[config.mk]
export PLATFORM = sky130hd
export DESIGN_NAME = atr_pin_switch
export DESIGN_NICKNAME = d
export VERILOG_FILES = /design/src/rtl/atr_pkg.sv /design/src/rtl/atr_sync.sv /design/src/rtl/atr_regfile.sv /design/src/rtl/atr_bank_mux.sv /design/src/rtl/atr_pin_switch.sv
export SDC_FILE = /design/constraint.sdc
export NUM_CORES = 1
export LEC_CHECK = 0
export ABC_AREA = 1
export ABC_CLOCK_PERIOD_IN_PS = 18750
export BUFFER_PORTS_ARGS = -buffer_cell sky130_fd_sc_hd__buf_2
export CORE_MARGIN = 3
export CORE_UTILIZATION = 65
export DETAILED_ROUTE_END_ITERATION = 7
export PLACE_DENSITY = 0.9
export SLEW_MARGIN = 20
export SYNTH_ARGS = -nofsm -noshare
export SYNTH_HDL_FRONTEND = slang
export SYNTH_SLANG_ARGS = --single-unit
[constraint.sdc]
create_clock -name clk -period 18.75 [get_ports clk]
set_input_delay 5.625 -clock clk [delete_from_list [all_inputs] [get_ports clk]]
set_output_delay 5.625 -clock clk [all_outputs]
set_load 0.005 [all_outputs]
[src/rtl/atr_pkg.sv]
package atr_pkg;

  // Register kind within one bank's automatic-control triple
  typedef enum logic [1:0] {
    FLD_MASK  = 2'd0,
    FLD_TXPAT = 2'd1,
    FLD_RXPAT = 2'd2
  } atr_field_e;

  localparam int unsigned FIELDS_PER_BANK = 3;

  // Address of one automatic-control register of a bank
  function automatic int unsigned atr_reg_addr(input int unsigned base,
                                               input int unsigned bank,
                                               input atr_field_e  fld);
    return base + FIELDS_PER_BANK * bank + int'(fld);
  endfunction

  // Address of a bank's plain output word
  function automatic int unsigned io_reg_addr(input int unsigned base,
                                              input int unsigned bank);
    return base + bank;
  endfunction

endpackage

[src/rtl/atr_sync.sv]
module atr_sync #(
  parameter int unsigned STAGES = 2
) (
  input  logic clk,
  input  logic rst_n,
  input  logic async_i,
  output logic sync_o
);

  generate
    if (STAGES == 0) begin : g_bypass
      assign sync_o = async_i;
    end else begin : g_chain
      logic [STAGES-1:0] chain_q;
      logic [STAGES-1:0] chain_d;

      always_comb begin
        chain_d = {chain_q[STAGES-2 >= 0 ? STAGES-2 : 0 : 0], async_i};
        if (STAGES == 1) chain_d = async_i;
      end

      always_ff @(posedge clk or negedge rst_n) begin
        if (!rst_n) chain_q <= '0;
        else        chain_q <= chain_d;
      end

      assign sync_o = chain_q[STAGES-1];

      if (STAGES == 2) begin : g_chk
        logic [1:0] warm_q;
        always_ff @(posedge clk or negedge rst_n) begin
          if (!rst_n)              warm_q <= 2'd0;
          else if (warm_q != 2'd2) warm_q <= warm_q + 2'd1;
        end

        AST_SYNC_LAG: assert property (@(posedge clk) disable iff (!rst_n)
          (warm_q == 2'd2) |-> (sync_o == $past(async_i, 2)));
      end
    end
  endgenerate

endmodule

[src/rtl/atr_regfile.sv]
module atr_regfile
  import atr_pkg::*;
#(
  parameter int unsigned NUM_BANKS = 4,
  parameter int unsigned BANK_W    = 16,
  parameter int unsigned ADDR_W    = 6,
  parameter int unsigned IO_BASE   = 0,
  parameter int unsigned ATR_BASE  = 8
) (
  input  logic                              clk,
  input  logic                              rst_n,
  input  logic                              wr_en,
  input  logic [ADDR_W-1:0]                 wr_addr,
  input  logic [BANK_W-1:0]                 wr_data,
  output logic [NUM_BANKS-1:0][BANK_W-1:0]  mask_o,
  output logic [NUM_BANKS-1:0][BANK_W-1:0]  txpat_o,
  output logic [NUM_BANKS-1:0][BANK_W-1:0]  rxpat_o,
  output logic [NUM_BANKS-1:0][BANK_W-1:0]  io_o
);

  logic [NUM_BANKS-1:0][BANK_W-1:0] mask_q,  mask_d;
  logic [NUM_BANKS-1:0][BANK_W-1:0] txpat_q, txpat_d;
  logic [NUM_BANKS-1:0][BANK_W-1:0] rxpat_q, rxpat_d;
  logic [NUM_BANKS-1:0][BANK_W-1:0] io_q,    io_d;

  logic [NUM_BANKS-1:0] hit_mask, hit_tx, hit_rx, hit_io;
  logic                 hit_any;

  // One constant comparator per register
  generate
    for (genvar s = 0; s < NUM_BANKS; s++) begin : g_dec
      localparam int unsigned A_MASK = atr_reg_addr(ATR_BASE, s, FLD_MASK);
      localparam int unsigned A_TX   = atr_reg_addr(ATR_BASE, s, FLD_TXPAT);
      localparam int unsigned A_RX   = atr_reg_addr(ATR_BASE, s, FLD_RXPAT);
      localparam int unsigned A_IO   = io_reg_addr(IO_BASE, s);

      assign hit_mask[s] = (wr_addr == ADDR_W'(A_MASK));
      assign hit_tx[s]   = (wr_addr == ADDR_W'(A_TX));
      assign hit_rx[s]   = (wr_addr == ADDR_W'(A_RX));
      assign hit_io[s]   = (wr_addr == ADDR_W'(A_IO));

      AST_MASK_WRITE: assert property (@(posedge clk) disable iff (!rst_n)
        (wr_en && hit_mask[s]) |=> (mask_q[s] == $past(wr_data)));
      AST_IO_WRITE: assert property (@(posedge clk) disable iff (!rst_n)
        (wr_en && hit_io[s]) |=> (io_q[s] == $past(wr_data)));
    end
  endgenerate

  assign hit_any = |{hit_mask, hit_tx, hit_rx, hit_io};

  // Next-state
  always_comb begin
    mask_d  = mask_q;
    txpat_d = txpat_q;
    rxpat_d = rxpat_q;
    io_d    = io_q;
    for (int s = 0; s < NUM_BANKS; s++) begin
      if (wr_en && hit_mask[s]) mask_d[s]  = wr_data;
      if (wr_en && hit_tx[s])   txpat_d[s] = wr_data;
      if (wr_en && hit_rx[s])   rxpat_d[s] = wr_data;
      if (wr_en && hit_io[s])   io_d[s]    = wr_data;
    end
  end

  // Registers
  always_ff @(posedge clk or negedge rst_n) begin
    if (!rst_n) begin
      mask_q  <= '0;
      txpat_q <= '0;
      rxpat_q <= '0;
      io_q    <= '0;
    end else if (wr_en) begin
      mask_q  <= mask_d;
      txpat_q <= txpat_d;
      rxpat_q <= rxpat_d;
      io_q    <= io_d;
    end
  end

  assign mask_o  = mask_q;
  assign txpat_o = txpat_q;
  assign rxpat_o = rxpat_q;
  assign io_o    = io_q;

  AST_UNMAPPED_HOLD: assert property (@(posedge clk) disable iff (!rst_n)
    (wr_en && !hit_any) |=> ($stable(mask_q) && $stable(txpat_q) &&
                             $stable(rxpat_q) && $stable(io_q)));

endmodule

[src/rtl/atr_bank_mux.sv]
module atr_bank_mux #(
  parameter int unsigned BANK_W = 16
) (
  input  logic              clk,
  input  logic              rst_n,
  input  logic              tx_active,
  input  logic [BANK_W-1:0] mask_i,
  input  logic [BANK_W-1:0] txpat_i,
  input  logic [BANK_W-1:0] rxpat_i,
  input  logic [BANK_W-1:0] io_i,
  output logic [BANK_W-1:0] pins_o
);

  logic [BANK_W-1:0] auto_val;
  logic [BANK_W-1:0] pins_d;
  logic [BANK_W-1:0] pins_q;

  // Next-state: per-bit merge
  always_comb begin
    auto_val = tx_active ? txpat_i : rxpat_i;
    pins_d   = (mask_i & auto_val) | (~mask_i & io_i);
  end

  always_ff @(posedge clk or negedge rst_n) begin
    if (!rst_n) pins_q <= '0;
    else        pins_q <= pins_d;
  end

  assign pins_o = pins_q;

  AST_TX_PATTERN: assert property (@(posedge clk) disable iff (!rst_n)
    $past(tx_active) |->
      ((pins_q & $past(mask_i)) == ($past(txpat_i) & $past(mask_i))));
  AST_RX_PATTERN: assert property (@(posedge clk) disable iff (!rst_n)
    !$past(tx_active) |->
      ((pins_q & $past(mask_i)) == ($past(rxpat_i) & $past(mask_i))));
  AST_SW_BITS: assert property (@(posedge clk) disable iff (!rst_n)
    ((pins_q & ~$past(mask_i)) == ($past(io_i) & ~$past(mask_i))));

endmodule

[src/rtl/atr_pin_switch.sv]
module atr_pin_switch #(
  parameter int unsigned NUM_BANKS   = 4,
  parameter int unsigned BANK_W      = 16,
  parameter int unsigned ADDR_W      = 6,
  parameter int unsigned IO_BASE     = 0,
  parameter int unsigned ATR_BASE    = 8,
  parameter int unsigned SYNC_STAGES = 2
) (
  input  logic                          clk,
  input  logic                          rst_n,
  input  logic                          wr_en,
  input  logic [ADDR_W-1:0]             wr_addr,
  input  logic [BANK_W-1:0]             wr_data,
  input  logic                          fifo_nonempty,
  output logic [NUM_BANKS*BANK_W-1:0]   pins_out
);

  localparam int unsigned PIN_W = NUM_BANKS * BANK_W;

  // Reset: asynchronous assert, synchronous release
  logic [1:0] rst_pipe_q;
  logic       rst_core_n;

  always_ff @(posedge clk or negedge rst_n) begin
    if (!rst_n) rst_pipe_q <= 2'b00;
    else        rst_pipe_q <= {rst_pipe_q[0], 1'b1};
  end
  assign rst_core_n = rst_pipe_q[1];

  logic tx_active;

  atr_sync #(.STAGES(SYNC_STAGES)) sync_i (
    .clk     (clk),
    .rst_n   (rst_core_n),
    .async_i (fifo_nonempty),
    .sync_o  (tx_active)
  );

  logic [NUM_BANKS-1:0][BANK_W-1:0] mask_w, txpat_w, rxpat_w, io_w;

  atr_regfile #(
    .NUM_BANKS (NUM_BANKS),
    .BANK_W    (BANK_W),
    .ADDR_W    (ADDR_W),
    .IO_BASE   (IO_BASE),
    .ATR_BASE  (ATR_BASE)
  ) regs_i (
    .clk     (clk),
    .rst_n   (rst_core_n),
    .wr_en   (wr_en),
    .wr_addr (wr_addr),
    .wr_data (wr_data),
    .mask_o  (mask_w),
    .txpat_o (txpat_w),
    .rxpat_o (rxpat_w),
    .io_o    (io_w)
  );

  logic [PIN_W-1:0] pins_w;

  generate
    for (genvar s = 0; s < NUM_BANKS; s++) begin : g_bank
      atr_bank_mux #(.BANK_W(BANK_W)) mux_i (
        .clk       (clk),
        .rst_n     (rst_core_n),
        .tx_active (tx_active),
        .mask_i    (mask_w[s]),
        .txpat_i   (txpat_w[s]),
        .rxpat_i   (rxpat_w[s]),
        .io_i      (io_w[s]),
        .pins_o    (pins_w[s*BANK_W +: BANK_W])
      );
    end
  endgenerate

  assign pins_out = pins_w;

  AST_RESET_LOW: assert property (@(posedge clk)
    !rst_core_n |=> (pins_out == '0));
  AST_NO_WRITE_HOLD: assert property (@(posedge clk) disable iff (!rst_core_n)
    (!$past(wr_en) && !wr_en && $stable(tx_active)) |=> $stable(pins_out));

endmodule

==> out/metrics.csv <==
stage;metric;value;unit
run_status;outcome;complete, no violations;
critical_path;startpoint types;input pin;
critical_path;Worst setup EP type;register;
detailed_routing;antenna-violating nets left;0;
yosys;most common cell in the synthesized netlist;nand2_1;
min_path;HP Start;sync_i.g_chain.chain_q[0];
yosys;register area share after synthesis;60.1;%
yosys;Post-Syn Area;13500;µm²
power;switching power of the nets;0.438;mW
clock_network;CTS Buf Count;30;
critical_path;critical path arrival;8.25;ns
critical_path;FF-to-FF setup slack;16.28;ns
final_layout;# diodes;0;
power;Max rail drop VDD;75.8;µV
final_layout;area grow syn2layout;8.93;%
global_route;number of global-route vias before repair;10900;
die;Ports;90;
detailed_routing;DRT iter0 DRCs;1429;
sta;fmax;0.128;GHz
power;design internal power;1.22;mW
power;clock share of power;36.0;%
sta;clock skew;0.0223;ns
clock_network;Root Buffer;clkbuf_16;
die;width of the die;150;µm
yosys;Syn Area/Cell;8.95;µm²
power;combinational share of power;12.1;%
place;number of port buffers;89;
final_layout;fraction of layout cells with a size suffix above 1;12.5;%
clock_network;worst skew pair latency;0.56;ns
global_route;initial antenna violation count;1;
yosys;Netlist cell types;20;
detailed_routing;DR vias;10900;
power;Pleak;8.01;nW
clock_network;Max clock buf depth;3;
power;Net Sw Frac;26.5;%
global_route;global router's overall resource usage;30.1;%
place;pre-CTS setup slack;10.53;ns
yosys;top-area cell type share of the netlist area;60.1;%
sta;worst hold margin;0.351;ns
critical_path;CP Class;input pin to register;
global_route;first-pass GRT wire length;54300;µm
power;PwrDens;113;nW/µm²
clock_network;CTS H-Tree Depth;1;
sta;max_slew headroom;23.2;%
critical_path;most used cell, CP;nand2_1;
sta;unrepaired setup endpoints after global routing;false;
critical_path;CP max FO;92;
final_layout;Non-Filler Instances;1829;
global_route;largest net degree at the start of global routing;194;
final_layout;final-layout fill cell count;1342;
clock_network;TritonCTS clock tree;yes;
critical_path;Worst Path Required;19.20;ns
sta;setup TNS;0;ns
die;die footprint;22500;µm²
global_route;GRT overflow;0;
final_layout;Layout Nets;1561;
clock_network;# Post-CTS Setup Buffers;0;
clock_network;CTS sink count;324;
yosys;Ys Warns;0;
yosys;#FFs+latches synth;324;
yosys;Synth async-reset ratio;100;%
power;Tot Pwr;1.65;mW
sta;Final Hold Vio Count;0;
place;DP Wirelength;18600;µm
die;Initial Utilization;66.4;%
detailed_routing;DR WL/cell;18.1;µm
critical_path;crit-path cells;buf_2 > inv_2 > nand2_1 > nor2_4 > buf_4 > buf_4 > nand2_2 > nand2_1 > nand2_1;
place;Final GP Congestion;0.813;
die;num rows;52;
clock_network;post-cts resize count;0;
detailed_routing;Via density;5.94;
detailed_routing;first drt pass iteration count;6;
power;Seq pwr share;51.9;%
clock_network;Hold Buf Count CTS;0;
detailed_routing;remaining routing DRC violations;0;
yosys;leading area contributor after synthesis;dfrtp_1;
sta;PnR worst setup slack;10.95;ns
yosys;Area contributors post-synth;dfrtp_1 60%, nand2_1 20%, nand3_1 6.6%;
critical_path;Critical path origin;wr_addr[5];
sta;# setup viols final;0;
flow_run;max-cap viol count;0;
yosys;EDFF count, synth;0;
place;DP Cell Count;1773;
critical_path;Max stage delay cell, worst path;buf_4;
critical_path;reg2reg start;sync_i.g_chain.chain_q[1];
detailed_routing;WL final;33000;µm
sta;Tcrit/Tclk final;41.6;%
yosys;most common library cells after synthesis;724 x nand2_1, 324 x dfrtp_1, 177 x nand3_1, 66 x nor2_1, 64 x a31oi_1;
yosys;Mapped Nets;1533;
sta;Slew @ Worst Pin;1.15;ns
sta;fin crit period;7.80;ns
yosys;Post-synth top flop;dfrtp_1;
min_path;Min-Delay Path Class;register to register;
die;core area;20300;µm²
sta;Slew Limit Fails;0;
yosys;Synth Instances;1507;
critical_path;CP max stage delay;0.89;ns
die;Die Y;150;µm
clock_network;Clock transition at path regs;0.06;ns
==> worst paths after layout <==
check	end	depth (start not counted)
max	regs_i.mask_o[5]	9
max in group asynchronous	rst_pipe_q[1]	1
max reg2reg	g_bank[1].mux_i.pins_o[8]	5
min	sync_i.g_chain.chain_q[1]	0
min in group asynchronous	regs_i.rxpat_o[52]	0
min reg2reg	sync_i.g_chain.chain_q[1]	0
==> power by group through the flow <==
| stage | clock [mW] | sequential [mW] | combinational (mW) |
|---|---|---|---|
| after floorplan | 0 | 0.869 | 0.117 |
| after global placement | 0 | 0.864 | 0.186 |
| after detailed placement | 0 | 0.867 | 0.196 |
| after CTS | 0.599 | 0.857 | 0.200 |
| after global routing | 0.630 | 0.869 | 0.227 |
| final | 0.596 | 0.859 | 0.200 |
==> logic make-up (layout without fill, tap and decap cells) <==
logic type             after synthesis  after routing  share of synthesized area [%]
AO/OA/AOI/OAI                       64             64                           2.97
buffers and inverters              109            161                           4.87
flip-flops                         324            324                           60.1
other                                1              1                         0.0278
AND/OR/NAND/NOR                   1009           1009                           32.0
==> layout make-up <==
| class | count | area [µm²] | area share (%) |
|---|---|---|---|
| Clock inverter | 11 | 80.1 | 0.545 |
| Inverter | 10 | 42.5 | 0.290 |
| Clock buffer | 45 | 888 | 6.05 |
| Multi-Input combinational cell | 1074 | 4730 | 32.2 |
| Timing Repair Buffer | 95 | 503 | 3.42 |
| Tap cell | 270 | 338 | 2.30 |
| Sequential cell | 324 | 8110 | 55.2 |
==> sequential cells by signal, indices dropped and copies added, names as in the netlist <==
name	flops
regs_i.mask_o	64
regs_i.rxpat_o	64
rst_pipe_q	2
regs_i.txpat_o	64
sync_i.g_chain.chain_q	2
g_bank.mux_i.pins_o	64
regs_i.io_o	64
==> metrics by stage <==
stage / cell area [µm²] / util (%)
2_1_floorplan: 13500 / -
3_3_place_gp: 13700 / 67.6
3_5_place_dp: 13700 / 67.6
4_1_cts: 14700 / 72.4
5_1_grt: 14700 / 72.4
6_report: 14700 / 72.4
==> metal layers <==
metal | vias up | share of wire [%] | track usage [%]
met5 | - | 0.024 | 0
met4 | 2 | 3.5 | 12.9
met3 | 109 | 11 | 6.09
met2 | 715 | 48 | 47.5
met1 | 5196 | 38 | 41.1
li1 | 4838 | - | -
==> layout by cell type (no fill, tap or decap) <==
master     instances
clkbuf_1           8
buf_12             1
buf_4              5
a31oi_1           64
nor2_1            66
nand3_1          177
clkinv_2          10
clkinv_4           1
nand2_1          724
nand2_4           17
dfrtp_4            1
nor2_2             1
dfrtp_1          322
nor2_8             4
bufinv_16          1
nand3_2            1
dfrtp_2            1
inv_2              7
inv_1              2
clkbuf_8           6
conb_1             1
clkbuf_16         31
buf_2             89
nor2_4            13
nand2_2            6
==> critical path, delay by kind of cell <==
family / cells / cell delay (ns)
buffers and inverters: 4 / 1.65
AND/OR/NAND/NOR: 5 / 0.88
Power figures use the tool's default switching activity.
